===== config.mk =====
export PLATFORM = sky130hd
export DESIGN_NAME = revGateUnit
export DESIGN_NICKNAME = d
export VERILOG_FILES = /design/src/rtl/revGatePkg.sv /design/src/rtl/revGateLogic.sv /design/src/rtl/revGateCtrl.sv /design/src/rtl/revGateDatapath.sv /design/src/rtl/revGateUnit.sv
export SDC_FILE = /design/constraint.sdc
export NUM_CORES = 1
export LEC_CHECK = 0
export CAP_MARGIN = 20
export CELL_PAD_IN_SITES_DETAIL_PLACEMENT = 2
export CELL_PAD_IN_SITES_GLOBAL_PLACEMENT = 2
export CORE_ASPECT_RATIO = 0.5
export CORE_UTILIZATION = 40
export CTS_CLUSTER_DIAMETER = 30
export DETAILED_ROUTE_END_ITERATION = 12
export PLACE_DENSITY = 0.8
export RECOVER_POWER = 50
export SLEW_MARGIN = 25
export SYNTH_ARGS = -nofsm -noshare
export SYNTH_HDL_FRONTEND = slang
export SYNTH_SLANG_ARGS = --single-unit

===== constraint.sdc =====
create_clock -name clk -period 2.2 [get_ports clk]
set_input_delay 0.55 -clock clk [delete_from_list [all_inputs] [get_ports clk]]
set_output_delay 0.55 -clock clk [all_outputs]
set_load 0.02 [all_outputs]

===== src/rtl/revGatePkg.sv =====
package revGatePkg;
  localparam int DATA_W    = 3;
  localparam int CODE_W    = 3;
  localparam int LAT_CNOT  = 3;
  localparam int LAT_CCNOT = 5;
  localparam int LAT_FRED  = 5;
  localparam int LAT_SWAP  = 9;
  localparam int LAT_PERES = 5;
  localparam int LAT_PASS  = 1;

  function automatic int maxOf(input int a, input int b);
    return (a > b) ? a : b;
  endfunction

  localparam int MAX_LAT = maxOf(maxOf(maxOf(LAT_CNOT, LAT_CCNOT), maxOf(LAT_FRED, LAT_SWAP)),
                                 maxOf(LAT_PERES, LAT_PASS));
  localparam int IDX_W   = (MAX_LAT > 1) ? $clog2(MAX_LAT) : 1;

  typedef enum logic [CODE_W-1:0] {
    G_CNOT  = 3'd0,
    G_CCNOT = 3'd1,
    G_FRED  = 3'd2,
    G_SWAP  = 3'd3,
    G_PERES = 3'd4
  } gateSel_e;

  typedef struct packed {
    logic               accept;
    logic [MAX_LAT-1:0] loadSlot;
  } ctrlStrobe_t;

  function automatic int latOf(input logic [CODE_W-1:0] code);
    case (code)
      G_CNOT:  return LAT_CNOT;
      G_CCNOT: return LAT_CCNOT;
      G_FRED:  return LAT_FRED;
      G_SWAP:  return LAT_SWAP;
      G_PERES: return LAT_PERES;
      default: return LAT_PASS;
    endcase
  endfunction

  function automatic logic maj(input logic x, input logic y, input logic z);
    return (x & y) | (y & z) | (x & z);
  endfunction

  // three-output reversible majority primitive, returned as {Z,Y,X}
  function automatic logic [2:0] majPrim(input logic x, input logic y, input logic z);
    return {maj(x, ~y, z), maj(~x, y, z), maj(x, y, z)};
  endfunction

  function automatic logic revAnd(input logic p, input logic q);
    logic [2:0] t;
    t = majPrim(1'b0, p, q);
    return t[0];
  endfunction

  function automatic logic revOr(input logic p, input logic q);
    logic [2:0] t;
    t = majPrim(1'b0, p, q);
    return t[1];
  endfunction

  function automatic logic revXor(input logic p, input logic q);
    return revOr(revAnd(p, ~q), revAnd(~p, q));
  endfunction
endpackage


===== src/rtl/revGateLogic.sv =====
module revGateLogic
  import revGatePkg::*;
(
  input  logic [CODE_W-1:0] gateCode,
  input  logic [DATA_W-1:0] din,
  output logic [DATA_W-1:0] dout
);
  logic a, b, c;
  logic sw1, sw2, sw3;

  assign a = din[0];
  assign b = din[1];
  assign c = din[2];

  // swap as three chained controlled-NOT stages
  assign sw1 = revXor(a, b);
  assign sw2 = revXor(a, sw1);
  assign sw3 = revXor(sw2, sw1);

  always_comb begin
    case (gateCode)
      G_CNOT:  dout = {c, revXor(a, b), a};
      G_CCNOT: dout = {revXor(revAnd(a, b), c), b, a};
      G_FRED:  dout = {revOr(revAnd(~a, c), revAnd(a, b)),
                       revOr(revAnd(~a, b), revAnd(a, c)), a};
      G_SWAP:  dout = {c, sw3, sw2};
      G_PERES: dout = {revXor(revAnd(a, b), c), revXor(a, b), a};
      default: dout = din;
    endcase
  end
endmodule


===== src/rtl/revGateCtrl.sv =====
module revGateCtrl
  import revGatePkg::*;
(
  input  logic              clk,
  input  logic              rst,
  input  logic              inValid,
  input  logic [CODE_W-1:0] inGate,
  output logic              inReady,
  output logic              outValid,
  output ctrlStrobe_t       strobe
);
  logic [MAX_LAT-1:0] busy;
  int                 lat;
  logic               slotTaken;

  always_comb begin
    lat       = latOf(inGate);
    slotTaken = (lat < MAX_LAT) ? busy[IDX_W'(lat)] : 1'b0;
    inReady   = !slotTaken;
    strobe.accept   = inValid && inReady;
    strobe.loadSlot = strobe.accept ? (MAX_LAT'(1) << (lat - 1)) : '0;
  end

  always_ff @(posedge clk) begin
    if (rst) busy <= '0;
    else     busy <= (busy >> 1) | strobe.loadSlot;
  end

  assign outValid = busy[0];
endmodule


===== src/rtl/revGateDatapath.sv =====
module revGateDatapath
  import revGatePkg::*;
(
  input  logic              clk,
  input  logic              rst,
  input  ctrlStrobe_t       strobe,
  input  logic [CODE_W-1:0] inGate,
  input  logic [DATA_W-1:0] inData,
  output logic [CODE_W-1:0] outGate,
  output logic [DATA_W-1:0] outData
);
  localparam int ENTRY_W = CODE_W + DATA_W;

  logic [DATA_W-1:0]  gateOut;
  logic [ENTRY_W-1:0] slotQ [MAX_LAT];

  revGateLogic uLogic (
    .gateCode(inGate),
    .din     (inData),
    .dout    (gateOut)
  );

  for (genvar i = 0; i < MAX_LAT; i++) begin : gSlot
    logic [ENTRY_W-1:0] shiftIn;
    if (i == MAX_LAT - 1) begin : gTop
      assign shiftIn = '0;
    end else begin : gMid
      assign shiftIn = slotQ[i+1];
    end
    always_ff @(posedge clk) begin
      if (rst)                    slotQ[i] <= '0;
      else if (strobe.loadSlot[i]) slotQ[i] <= {inGate, gateOut};
      else                        slotQ[i] <= shiftIn;
    end
  end

  assign outGate = slotQ[0][ENTRY_W-1:DATA_W];
  assign outData = slotQ[0][DATA_W-1:0];
endmodule


===== src/rtl/revGateUnit.sv =====
module revGateUnit
  import revGatePkg::*;
(
  input  logic              clk,
  input  logic              rst,
  input  logic              inValid,
  input  logic [CODE_W-1:0] inGate,
  input  logic [DATA_W-1:0] inData,
  output logic              inReady,
  output logic              outValid,
  output logic [CODE_W-1:0] outGate,
  output logic [DATA_W-1:0] outData
);
  ctrlStrobe_t strobe;

  revGateCtrl uCtrl (
    .clk     (clk),
    .rst     (rst),
    .inValid (inValid),
    .inGate  (inGate),
    .inReady (inReady),
    .outValid(outValid),
    .strobe  (strobe)
  );

  revGateDatapath uPath (
    .clk    (clk),
    .rst    (rst),
    .strobe (strobe),
    .inGate (inGate),
    .inData (inData),
    .outGate(outGate),
    .outData(outData)
  );
endmodule


== Yosys cells after proc, flatten, opt, wreduce, memory -nomap -nowiden ==
Memories as Yosys holds them, arrays and structs flattened.
Index checks and enable logic that the tools add are counted.
Word-level totals
  word-level logic and storage cells: 149
  RAM bits: 54
  bits of input ports: 9
  register bits after elaboration: 9
  memories kept: 1
Operators by class
  muxes and demuxes: 81
  reductions and logical operators: 4
  bitwise logic cells: 54
  equality and inequality tests: 4
  shift-type cells: 1
  magnitude comparators: 2
  add/sub/neg operators: 1
Memory list
  uPath.slotQ: words 9, width 6, read ports 9, clocked after Yosys merged registers in 0, write ports 9, line revGateDatapath.sv:15  | logic [ENTRY_W-1:0] slotQ [MAX_LAT];
Operators by type and width (count)
  $mux 6: 18
  $mux 1: 59
  $shl 1x32->9 const A: 1
  $or 1x1->1: 30
  $and 1x1->1: 17
  $pmux 3 s5: 1
  $pmux 4 s3: 1
  $mux 9: 1
  $or 8x9->9: 1
  $eq 3x2->1 const B: 2
  $lt 4x6->1 const B: 1
  $not 1->1: 6
  $sub 4x1->5 const B: 1
  $bmux 1 s4: 1
  $lt 4x4->1 const B: 1
  $eq 3x1->1 const B: 1
  $eq 3x3->1 const B: 1
  $logic_not 3->1: 1
  $reduce_or 3->1: 1
  $logic_and 1x1->1: 1
  $logic_not 1->1: 1

== Logic depth before layout (Yosys ltp) ==
Gate-level depths: netlist of run 1.
  depth in word-level cells: 18
  gate-level depth with buffers: 6
  depth with buffers taken out: 5

== Hierarchy ==
From an unflattened synthesis of run 1, not the netlist that was laid out.
Unflattened totals
  cell total of the unflattened synthesis: 249
  area total of the unflattened synthesis: 3113.0 µm²
By module, submodules not included
  revGateDatapath: area each 2459.9 µm², times used 1, seq. area each 1621.6 µm², cells an instance 177
  revGateCtrl: area each 511.7 µm², times used 1, seq. area each 180.2 µm², cells an instance 52
  revGateLogic: area each 141.4 µm², times used 1, seq. area each 0.0 µm², cells an instance 20

== Worst setup path before layout of run 1 ==
No wires, ideal clock.
  kind: input -> register
  from: input inGate[1]
  to: memory uPath.slotQ[4][2] (netlist name) (data pin)
  path slack: 0.292 ns
  data required time: 1.943 ns
  setup time: 0.257 ns
  buffers on the path: 1
  arrival time: 1.651 ns
  stages: 5
  cell sequence: buf_4 -> or2_4 -> o221a_2 -> and3_4 -> a32o_1
RTL lines
  start: declaration: line revGateUnit.sv:7  | input logic [CODE_W-1:0] inGate,
  end: declaration: line revGateDatapath.sv:15

== Worst setup path after layout of run 1 ==
  from: input inGate[2]
  to: output inReady
On the way
  longest elaborated chain between the ends: 8
Ends and longest elaborated chain
  $eq 3x1->1, or another cell as far along: line revGatePkg.sv:33  | case (code)
  $reduce_or 3->1 (no source line)
  $pmux 4 s3 (*): line revGatePkg.sv:33
  $bmux 1 s4: line revGateCtrl.sv:18  | slotTaken = (lat < MAX_LAT) ? busy[IDX_W'(lat)] : 1'b0;
  $mux 1 (not written as such) (2 in series): line revGateCtrl.sv:18
  $mux 1 (*): line revGateCtrl.sv:18
  $logic_not 1->1 (*): line revGateCtrl.sv:19  | inReady = !slotTaken;
  end: declaration: line revGateUnit.sv:9  | output logic inReady,
Every way passes the cells marked *; elsewhere a longest branch is shown, timed or not. The select of a mux whose other input is x is not followed.

==> results of run 1 <==
==> power by group through the flow <==
stage	Combinational (mW)	Clock, mW	Sequential, mW
after global placement	0.217	0	1.33
after detailed placement	0.233	0	1.33
after floorplan	0.120	0	1.33
after CTS	0.258	1.44	1.31
final	0.293	1.44	1.31
after global routing	0.307	1.50	1.32
==> placed cells by master (no fill, tap or decap), types with 2 or more instances in the layout <==
master | Yosys | final
edfxtp_1 | 30 | 30
a21o_1 | 3 | 3
a21oi_2 | 1 | 3
a32o_1 | 4 | 3
buf_6 | 1 | 3
o2bb2ai_1 | 4 | 4
o21ai_0 | 5 | 3
dfxtp_1 | 33 | 33
nand2_1 | 7 | 7
nor2_1 | 8 | 8
clkbuf_16 | 0 | 9
nand2b_1 | 2 | 2
inv_1 | 6 | 6
nor2b_1 | 38 | 38
buf_4 | 3 | 23
a22o_1 | 4 | 4
and2_1 | 4 | 4
clkinv_4 | 0 | 2
o21ai_1 | 1 | 3
nor3_1 | 2 | 2
clkinv_1 | 0 | 2
conb_1 | 2 | 31
dlygate4sd2_1 | 0 | 3
clkdlybuf4s50_1 | 0 | 10
nand3_1 | 3 | 3
==> synthesized netlist by cell type (2+ instances only) <==
library cell	number
conb_1	2
nor3_1	2
mux2i_1	2
o22ai_1	2
nand3_1	3
nor2b_1	38
dfxtp_1	33
nand2b_1	2
buf_4	3
a21oi_1	2
nor2_1	8
buf_2	2
a32o_1	4
o2bb2ai_1	4
nand2_1	7
and2_1	4
nor4_1	2
a22o_1	4
clkbuf_1	4
edfxtp_1	30
a21o_1	3
inv_1	6
o21ai_0	5
==> per-layer routing <==
metal	vias to the layer above	global-route usage [%]
met3	26	9.56
met4	0	15.2
met1	936	36.6
met2	78	50.4
met5	-	0
li1	820	-
==> worst paths after layout <==
| check | startpoint | to | slack (ps) |
|---|---|---|---|
| max | inGate[2] | inReady | 10 |
| min | uCtrl.busy[8] | uCtrl.busy[7] | 450 |
| max reg2reg | uCtrl.busy[5] | uPath.slotQ[4][5] | 290 |
| min reg2reg | uCtrl.busy[8] | uCtrl.busy[7] | 450 |
==> critical path: cells and delay by family <==
kind            cells  cell delay (ps)
buf+inv             3              710
simple gates        2              250
compound gates      1              120
==> state kept, by name, summed over array words and instances (netlist names) <==
signal / flops
uPath.slotQ: 54
uCtrl.busy: 9
==> final cells by class <==
cell class	instances	area, sq um
clock buffers	10	239
clock inverters	6	60.1
fillers	520	2320
inverters	6	22.5
multi-input cells	146	1010
flip-flops and latches	63	1560
well taps	73	91.3
repair buffers	45	400
==> logic make-up after synthesis <==
logic type      after synthesis
compound gates               33
xor+xnor                      2
fa+ha+maj                     1
buf+inv                      16
flops                        63
mux                           3
other cells                   2
simple gates                 76
==> per-stage QoR <==
stage | worst slack (ps) | total power, mW | cell area, sq um | hold WS (ps)
floorplan | 292 | 1.45 | 2580 | 414
global placement | -515 | 1.54 | 2960 | 419
detailed placement | -609 | 1.56 | 2960 | 428
CTS | 8.35 | 3.01 | 3330 | 463
global route | -18.9 | 3.13 | 3380 | 478
finish | 12.8 | 3.04 | 3380 | 448
==> what timing repair did <==
item / CTS / global route
gates resized for setup: 17 / 12
buffers inserted: 3 / 1
endpoints found under the setup margin: 15 / 3
pin swaps: 0 / 3
==> impl_metrics.json, run 1 <==
{
  "drc": 0,
  "dp.cells": 329,
  "status": "completed",
  "p_seq_share_pct": 43.2,
  "yosys_warnings": 0,
  "synth_edf_count": 30,
  "antenna_found_initial": 0,
  "portBuffers": 16,
  "synthTopCellsByArea": "edfxtp_1 (37%), dfxtp_1 (27%), nor2b_1 (9.6%)",
  "grt_first_pass_wirelength_mm": 13.4,
  "dp_hpwl_mm": 4.74,
  "drtAntennaViolNets": 0,
  "root_buffer": "clkbuf_16",
  "yosys.area_share.simple_pct": 18.7,
  "syn_inst": 196,
  "met1_length_mm": 3.99,
  "slowest_delay_ps": 320,
  "grt_pass1_vias": 2082,
  "gp_congestion": 0.759,
  "drv_cap": 0,
  "dieWidth_um": 113,
  "rows": 19,
  "finalNonFillerCells": 349,
  "postSynthAreaPerCell_sq_um": 12.6,
  "top_layer": "met4",
  "cts_buffer_depth": 2,
  "die_h_um": 57.5,
  "drtPass1Iterations": 4,
  "min_path_type": "reg2reg",
  "reg2reg_depth": 5,
  "design.die.area_sq_mm": 0.00651,
  "dr.first_iter.drc_count": 110,
  "p_int_mw": 2.31,
  "diodes": 0,
  "power_frac_clock_pct": 47.2,
  "num_vias": 1860,
  "required_ps": 1650,
  "hold_viol_final": 0,
  "relSlewSlack_pct": 63.9,
  "yosysTopAreaCellShare_pct": 36.5,
  "synthAdderAreaFrac_pct": 0.507,
  "synthArstFlopShare_pct": 0,
  "tightest_slew_ps": 541,
  "grtUsageTotal_pct": 30.4,
  "synth_mux_area_share_pct": 1.72,
  "fin_skew_ps": 7.82,
  "viasPerCell": 5.33,
  "seq_area_frac_synth_pct": 63.3,
  "grt_overflow": 0,
  "cts_buffers": 9,
  "wl_met2_mm": 4.22,
  "pin_count": 17,
  "met3_length_um": 587,
  "whs_path_depth": 1,
  "powerDensity_mw_per_mm2": 899,
  "start_util_pct": 43.2,
  "synth_compound_area_share_pct": 11.5,
  "ir_worst_vdd_uv": 737,
  "drv_slew": 0,
  "net-switching-power_mw": 0.731,
  "fin_util_pct": 59.3,
  "grt_max_degree": 27,
  "synth.distinct_cells": 47,
  "path_class": "in2out",
  "cpMaxStageDelayCell": "dlygate4sd2_1",
  "post_drt_wl_per_cell_um": 26.1,
  "cts_sinks": 63,
  "h-tree-depth": 3,
  "critical_path_peak_fanout": 20,
  "final.min_clock_period_ps": 2190,
  "routed_wl_mm": 9.11,
  "fin_crit_sh_pct": 99.4,
  "nets": 281,
  "cts_tree": "done",
  "clk_latency_ps": 330,
  "p_comb_share_pct": 9.6,
  "setup_tns_ps": 0,
  "synth_top_family_by_area": "simple AND/OR/NAND/NOR gates",
  "drive_above_1_share_pct": 23.6,
  "netSwitchingFraction_pct": 24.0,
  "p_leak_nw": 1.38,
  "worstPathArrival_ps": 1640,
  "synthXorXnorAreaFrac_pct": 0.710,
  "syn_area_sq_mm": 0.00247,
  "syn_to_final_growth_pct": 37.2,
  "clkTransAtPathRegs_ps": 50,
  "synth_top_area_cell": "edfxtp_1",
  "synth_seq_cells": 63,
  "crit_path_end_kind": "output pin",
  "yosys_most_used_dff": "dfxtp_1",
  "start_kind": "primary input",
  "crit_chain": "dlygate4sd2_1, buf_8, nand3_1, o31ai_2, nor2_1, buf_2",
  "fmax_ghz": 0.457,
  "coreArea_sq_mm": 0.00571,
  "setup_viol": 0,
  "holdBufCountCts": 0
}
(Power assumes the default switching activity.)
==> inputs of run 2 (changes only) <==
==> constraint.sdc (replaced) <==
create_clock -name clk -period 2.2 [get_ports clk]
set_input_delay 0.55 -clock clk [delete_from_list [all_inputs] [get_ports clk]]
set_output_delay 0.55 -clock clk [all_outputs]
set_load 0.005 [all_outputs]
==> run 2 against run 1 <==
Net effect:
- the run now ends with negative setup slack left
- sequential power about the same
- largest cell class unchanged
- first-iteration DRC count decreased by 36%
- sequential share of layout area up 0.41 points
==> impl_metrics.json, run 2 (synthesis results as in run 1) <==
{
  "pin_count": 17,
  "ir_worst_vdd_uv": 672,
  "clkTransAtPathRegs_ps": 50,
  "drtAntennaViolNets": 0,
  "cts_sinks": 63,
  "gp_congestion": 0.739,
  "routed_wl_mm": 9.19,
  "grtUsageTotal_pct": 30.5,
  "crit-reg2reg-launch": "uCtrl.busy[5]",
  "finalPower_mw": 2.98,
  "num_vias": 1859,
  "rows": 19,
  "tightest_slew_ps": 599,
  "coreArea_sq_mm": 0.00571,
  "dr.first_iter.drc_count": 70,
  "design.die.area_sq_mm": 0.00651,
  "die_h_um": 57.5,
  "fill_cells": 519,
  "drive_above_1_share_pct": 23.2,
  "top_regs": "uPath.slotQ (54), uCtrl.busy (9)",
  "largest-register": "uPath.slotQ",
  "drv_slew": 0,
  "grt_pass1_vias": 2124,
  "critical_path_peak_fanout": 11,
  "critPathLaunch": "inGate[2]",
  "final.min_clock_period_ps": 2280,
  "min_path_type": "reg2reg",
  "cts_buffer_depth": 2,
  "portBuffers": 16,
  "grt_overflow": 0,
  "reg2reg_depth": 6,
  "root_buffer": "clkbuf_16",
  "clk_latency_ps": 340,
  "hold_viol_final": 0,
  "antenna_found_initial": 0,
  "required_ps": 2280,
  "grt_first_pass_wirelength_mm": 13.3,
  "grt_max_degree": 33,
  "setup_viol": 4,
  "fin_skew_ps": 7.81,
  "fmax_ghz": 0.439,
  "drc": 0,
  "final_cell_mix": "nor2b_1 (38), dfxtp_1 (33), conb_1 (31)",
  "start_util_pct": 43.2,
  "violations": "negative setup slack",
  "r2r_setup_slack_ps": 180,
  "drtPass1Iterations": 4,
  "worst_slack_ps": -78.0,
  "p_leak_nw": 1.36,
  "fin_util_pct": 58.8,
  "relSlewSlack_pct": 60.0,
  "diodes": 0,
  "viasPerCell": 5.33,
  "multiInputGateArea_sq_mm": 0.00101,
  "crit_path_end_kind": "flop",
  "timing.rr.end": "uPath.slotQ[4][2]",
  "cts_tree": "done",
  "powerDensity_mw_per_mm2": 889,
  "seq_area_sq_mm": 0.00156,
  "endpoint": "uPath.slotQ[0][4]",
  "post_drt_wl_per_cell_um": 26.3,
  "start_kind": "primary input",
  "status": "finished with violations",
  "holdBufCountCts": 0,
  "cts_buffers": 9,
  "drv_cap": 0,
  "syn_to_final_growth_pct": 36.0,
  "worstPathArrival_ps": 2350,
  "path_class": "in2reg",
  "largest_reg_flops": 54,
  "dp_hpwl_mm": 4.64,
  "dieWidth_um": 113,
  "nets": 281,
  "fin_crit_sh_pct": 104,
  "layout_commonest_cell": "nor2b_1",
  "h-tree-depth": 3
}
-- run 2: stage by stage --
step                TNS, ps  hold slack (ps)  worst slack [ps]  area, sq um  instances
floorplan                 0              414               292         2580        225
global placement      -5350              418              -421         2960        330
detailed placement    -7950              426              -579         2960        330
CTS                       0              460              4.51         3320        349
global route           -263              484             -62.1         3350        349
finish                 -264              460             -78.0         3350        349
-- run 2: area by class of cell --
type,instances,area share [%]
sequential,63,46.5
multi-input combinational,146,30.1
inverter,6,0.671
clock inverter,6,1.83
tap,73,2.72
timing repair buffer,45,11.3
clock buffer,10,6.83
-- run 2: how the worst min path moves through the flow --
stage / from / endpoint / slack [ps] / depth (start not counted)
after floorplan: uCtrl.busy[2] / uCtrl.busy[1] / 410 / 1
after global placement: uCtrl.busy[6] / uCtrl.busy[5] / 420 / 1
after detailed placement: uCtrl.busy[8] / uCtrl.busy[7] / 430 / 1
after CTS: uCtrl.busy[6] / uCtrl.busy[5] / 460 / 1
after global routing: uCtrl.busy[8] / uCtrl.busy[7] / 480 / 1
final: uCtrl.busy[2] / uCtrl.busy[1] / 460 / 1
-- run 2: what timing repair did --
| action | CTS | global route |
|---|---|---|
| cloned | 0 | 0 |
| endpoints found under the setup margin | 15 | 10 |
| pin swaps | 1 | 2 |
| resized for setup | 14 | 10 |
| setup buffers | 3 | 0 |
-- run 2: per-layer routing --
metal / routed length (um) / up-vias / global-route usage (%)
met5: 0 / - / 0
met4: 312 / 0 / 16.0
met3: 472 / 28 / 10.1
met2: 4520 / 65 / 52.9
met1: 3880 / 948 / 34.2
li1: - / 818 / -
-- run 2: worst max-delay path, cell delays in order --
cell	delay, ps
clkdlybuf4s15_2	240
buf_4	230
buf_4	250
o21ai_1	180
nor3b_2	380
nor2_1	200
a22o_1	320
-- run 2: power breakdown --
| part | total (mW) | switching [mW] | internal (mW) | leakage, nW |
|---|---|---|---|---|
| clock network | 1.39 | 0.524 | 0.870 | 0.132 |
| registers | 1.31 | 0.0228 | 1.29 | 0.577 |
| logic | 0.273 | 0.161 | 0.112 | 0.648 |
| total | 2.98 | 0.708 | 2.27 | 1.36 |
==> inputs of run 3 (changes only) <==
--- a/config.mk
+++ b/config.mk
@@ -12,6 +12,7 @@
 export CORE_UTILIZATION = 40
 export CTS_CLUSTER_DIAMETER = 30
 export DETAILED_ROUTE_END_ITERATION = 12
+export HOLD_SLACK_MARGIN = 0.1
 export PLACE_DENSITY = 0.8
 export RECOVER_POWER = 50
 export SLEW_MARGIN = 25
==> constraint.sdc (replaced) <==
create_clock -name clk -period 2.2 [get_ports clk]
set_input_delay 0.55 -clock clk [delete_from_list [all_inputs] [get_ports clk]]
set_output_delay 0.55 -clock clk [all_outputs]
set_load 0.05 [all_outputs]
==> run 3 against run 2 <==
Net effect:
- the run now ends clean
- wire length decreased by 7.5%
- clock power grew 9%
- highest routed layer unchanged
- clock skew shrank 2.7 ps
- critical path type unchanged
- sequential power about the same
- die area is the same
- total power grew 4.9%
- worst hold slack lost 0.68 ps
- via count shrank 3.3%
- non-clock buffer count up 1
==> impl_metrics.json, run 3 (synthesis results as in run 1) <==
{
  "path_class": "in2reg",
  "worstPathArrival_ps": 2240,
  "crit_path_end_kind": "flop",
  "grt_overflow": 0,
  "tightest_slew_ps": 665,
  "start_kind": "primary input",
  "min_path_type": "reg2reg",
  "p_leak_nw": 1.38,
  "final.min_clock_period_ps": 2180,
  "final_cell_mix": "nor2b_1 (38), dfxtp_1 (33), conb_1 (31)",
  "viasPerCell": 5.13,
  "required_ps": 2260,
  "critical_path_peak_fanout": 4,
  "cts_buffers": 9,
  "fmax_ghz": 0.460,
  "coreArea_sq_mm": 0.00571,
  "relSlewSlack_pct": 55.3,
  "layout_commonest_cell": "nor2b_1",
  "cts_tree": "done",
  "clkTransAtPathRegs_ps": 50,
  "grt_first_pass_wirelength_mm": 12.9,
  "clk_latency_ps": 320,
  "diodes": 0,
  "drtAntennaViolNets": 0,
  "portBuffers": 16,
  "dieWidth_um": 113,
  "drive_above_1_share_pct": 23.8,
  "grt_pass1_vias": 2120,
  "fin_crit_sh_pct": 98.9,
  "largest_reg_flops": 54,
  "top_regs": "uPath.slotQ (54), uCtrl.busy (9)",
  "largest-register": "uPath.slotQ",
  "h-tree-depth": 3,
  "post_drt_wl_per_cell_um": 24.3,
  "placed_area_sq_mm": 0.00298,
  "drtPass1Iterations": 6,
  "antenna_found_initial": 1,
  "nets": 282,
  "start_util_pct": 43.2,
  "dp_hpwl_mm": 4.47,
  "dr.first_iter.drc_count": 82,
  "cts_sinks": 63,
  "fin_area_sq_mm": 0.00338,
  "root_buffer": "clkbuf_16",
  "setup_tns_ps": 0,
  "die_h_um": 57.5,
  "cts_buffer_depth": 2,
  "routed_wl_mm": 8.50,
  "grtUsageTotal_pct": 29.1,
  "drv_slew": 0,
  "fill_cells": 519,
  "gp_congestion": 0.802,
  "status": "completed",
  "setup_viol": 0,
  "ir_worst_vdd_uv": 653,
  "num_vias": 1797,
  "pin_count": 17,
  "rows": 19,
  "grt_max_degree": 25,
  "hold_viol_final": 0,
  "design.die.area_sq_mm": 0.00651,
  "drv_cap": 0,
  "syn_to_final_growth_pct": 36.9,
  "fin_skew_ps": 5.12,
  "powerDensity_mw_per_mm2": 925,
  "drc": 0
}
[run 3: cell count changes in the layout (fill, tap and decap cells not counted), moves of 2 or more]
cell	delta
clkbuf_2	+4
dlygate4sd2_1	-2
clkinvlp_4	-3
clkdlybuf4s50_1	+2
dlymetal6s2s_1	-2
[run 3: routing by layer]
metal	share of wire [%]	wire, um	GRT usage [%]
met4	3.9	331	15.4
met5	0	0	0
met2	48	4060	49.7
met1	42	3610	32.9
met3	5.9	498	10.2
[run 3: area by class of cell]
type	count	area, sq um	area share, %
clock buffers	12	246	7.30
clock inverters	4	68.8	2.04
inverters	6	22.5	0.667
multi-input cells	146	1010	29.9
flip-flops and latches	63	1560	46.2
well taps	73	91.3	2.70
repair buffers	46	379	11.2
[run 3: report_power, final]
part           switching (mW)  internal [mW]  leakage (nW)  total, mW
Combinational           0.180          0.114         0.645      0.294
Sequential             0.0217           1.29         0.577       1.31
Clock                   0.502           1.02         0.154       1.52
[run 3: stage by stage]
stage | setup WS [ps] | util, % | total power [mW] | cells | hold slack, ps
2_1_floorplan | 52.0 | - | 1.47 | 225 | 414
3_3_place_gp | -285 | 52.3 | 1.57 | 331 | 418
3_5_place_dp | -338 | 52.3 | 1.58 | 331 | 431
4_1_cts | 11.1 | 58.5 | 3.11 | 349 | 457
5_1_grt | -6.49 | 59.2 | 3.22 | 350 | 474
6_report | 24.5 | 59.2 | 3.13 | 350 | 460
[run 3: repair_timing]
action | in CTS | in global routing
buffers inserted | 2 | 1
hold endpoints to repair | 0 | 0
pin swaps | 1 | 1
hold buffers | 0 | 0
setup endpoints to repair | 10 | 10
gates resized for setup | 9 | 15
[run 3: path summary, 6_finish.rpt]
path / from / endpoint / slack (ps) / depth (start not counted)
max reg2reg: uCtrl.busy[5] / uPath.slotQ[0][3] / 310 / 5
min reg2reg: uCtrl.busy[4] / uCtrl.busy[3] / 460 / 1
min: uCtrl.busy[4] / uCtrl.busy[3] / 460 / 1
max: inData[1] / uPath.slotQ[2][1] / 20 / 6
[run 3: critical path, cell delays in order]
cell and delay, ps:
clkdlybuf4s50_1 450, ha_1 330, mux4_2 490, a21oi_4 150, buf_4 160, o21ai_0 100
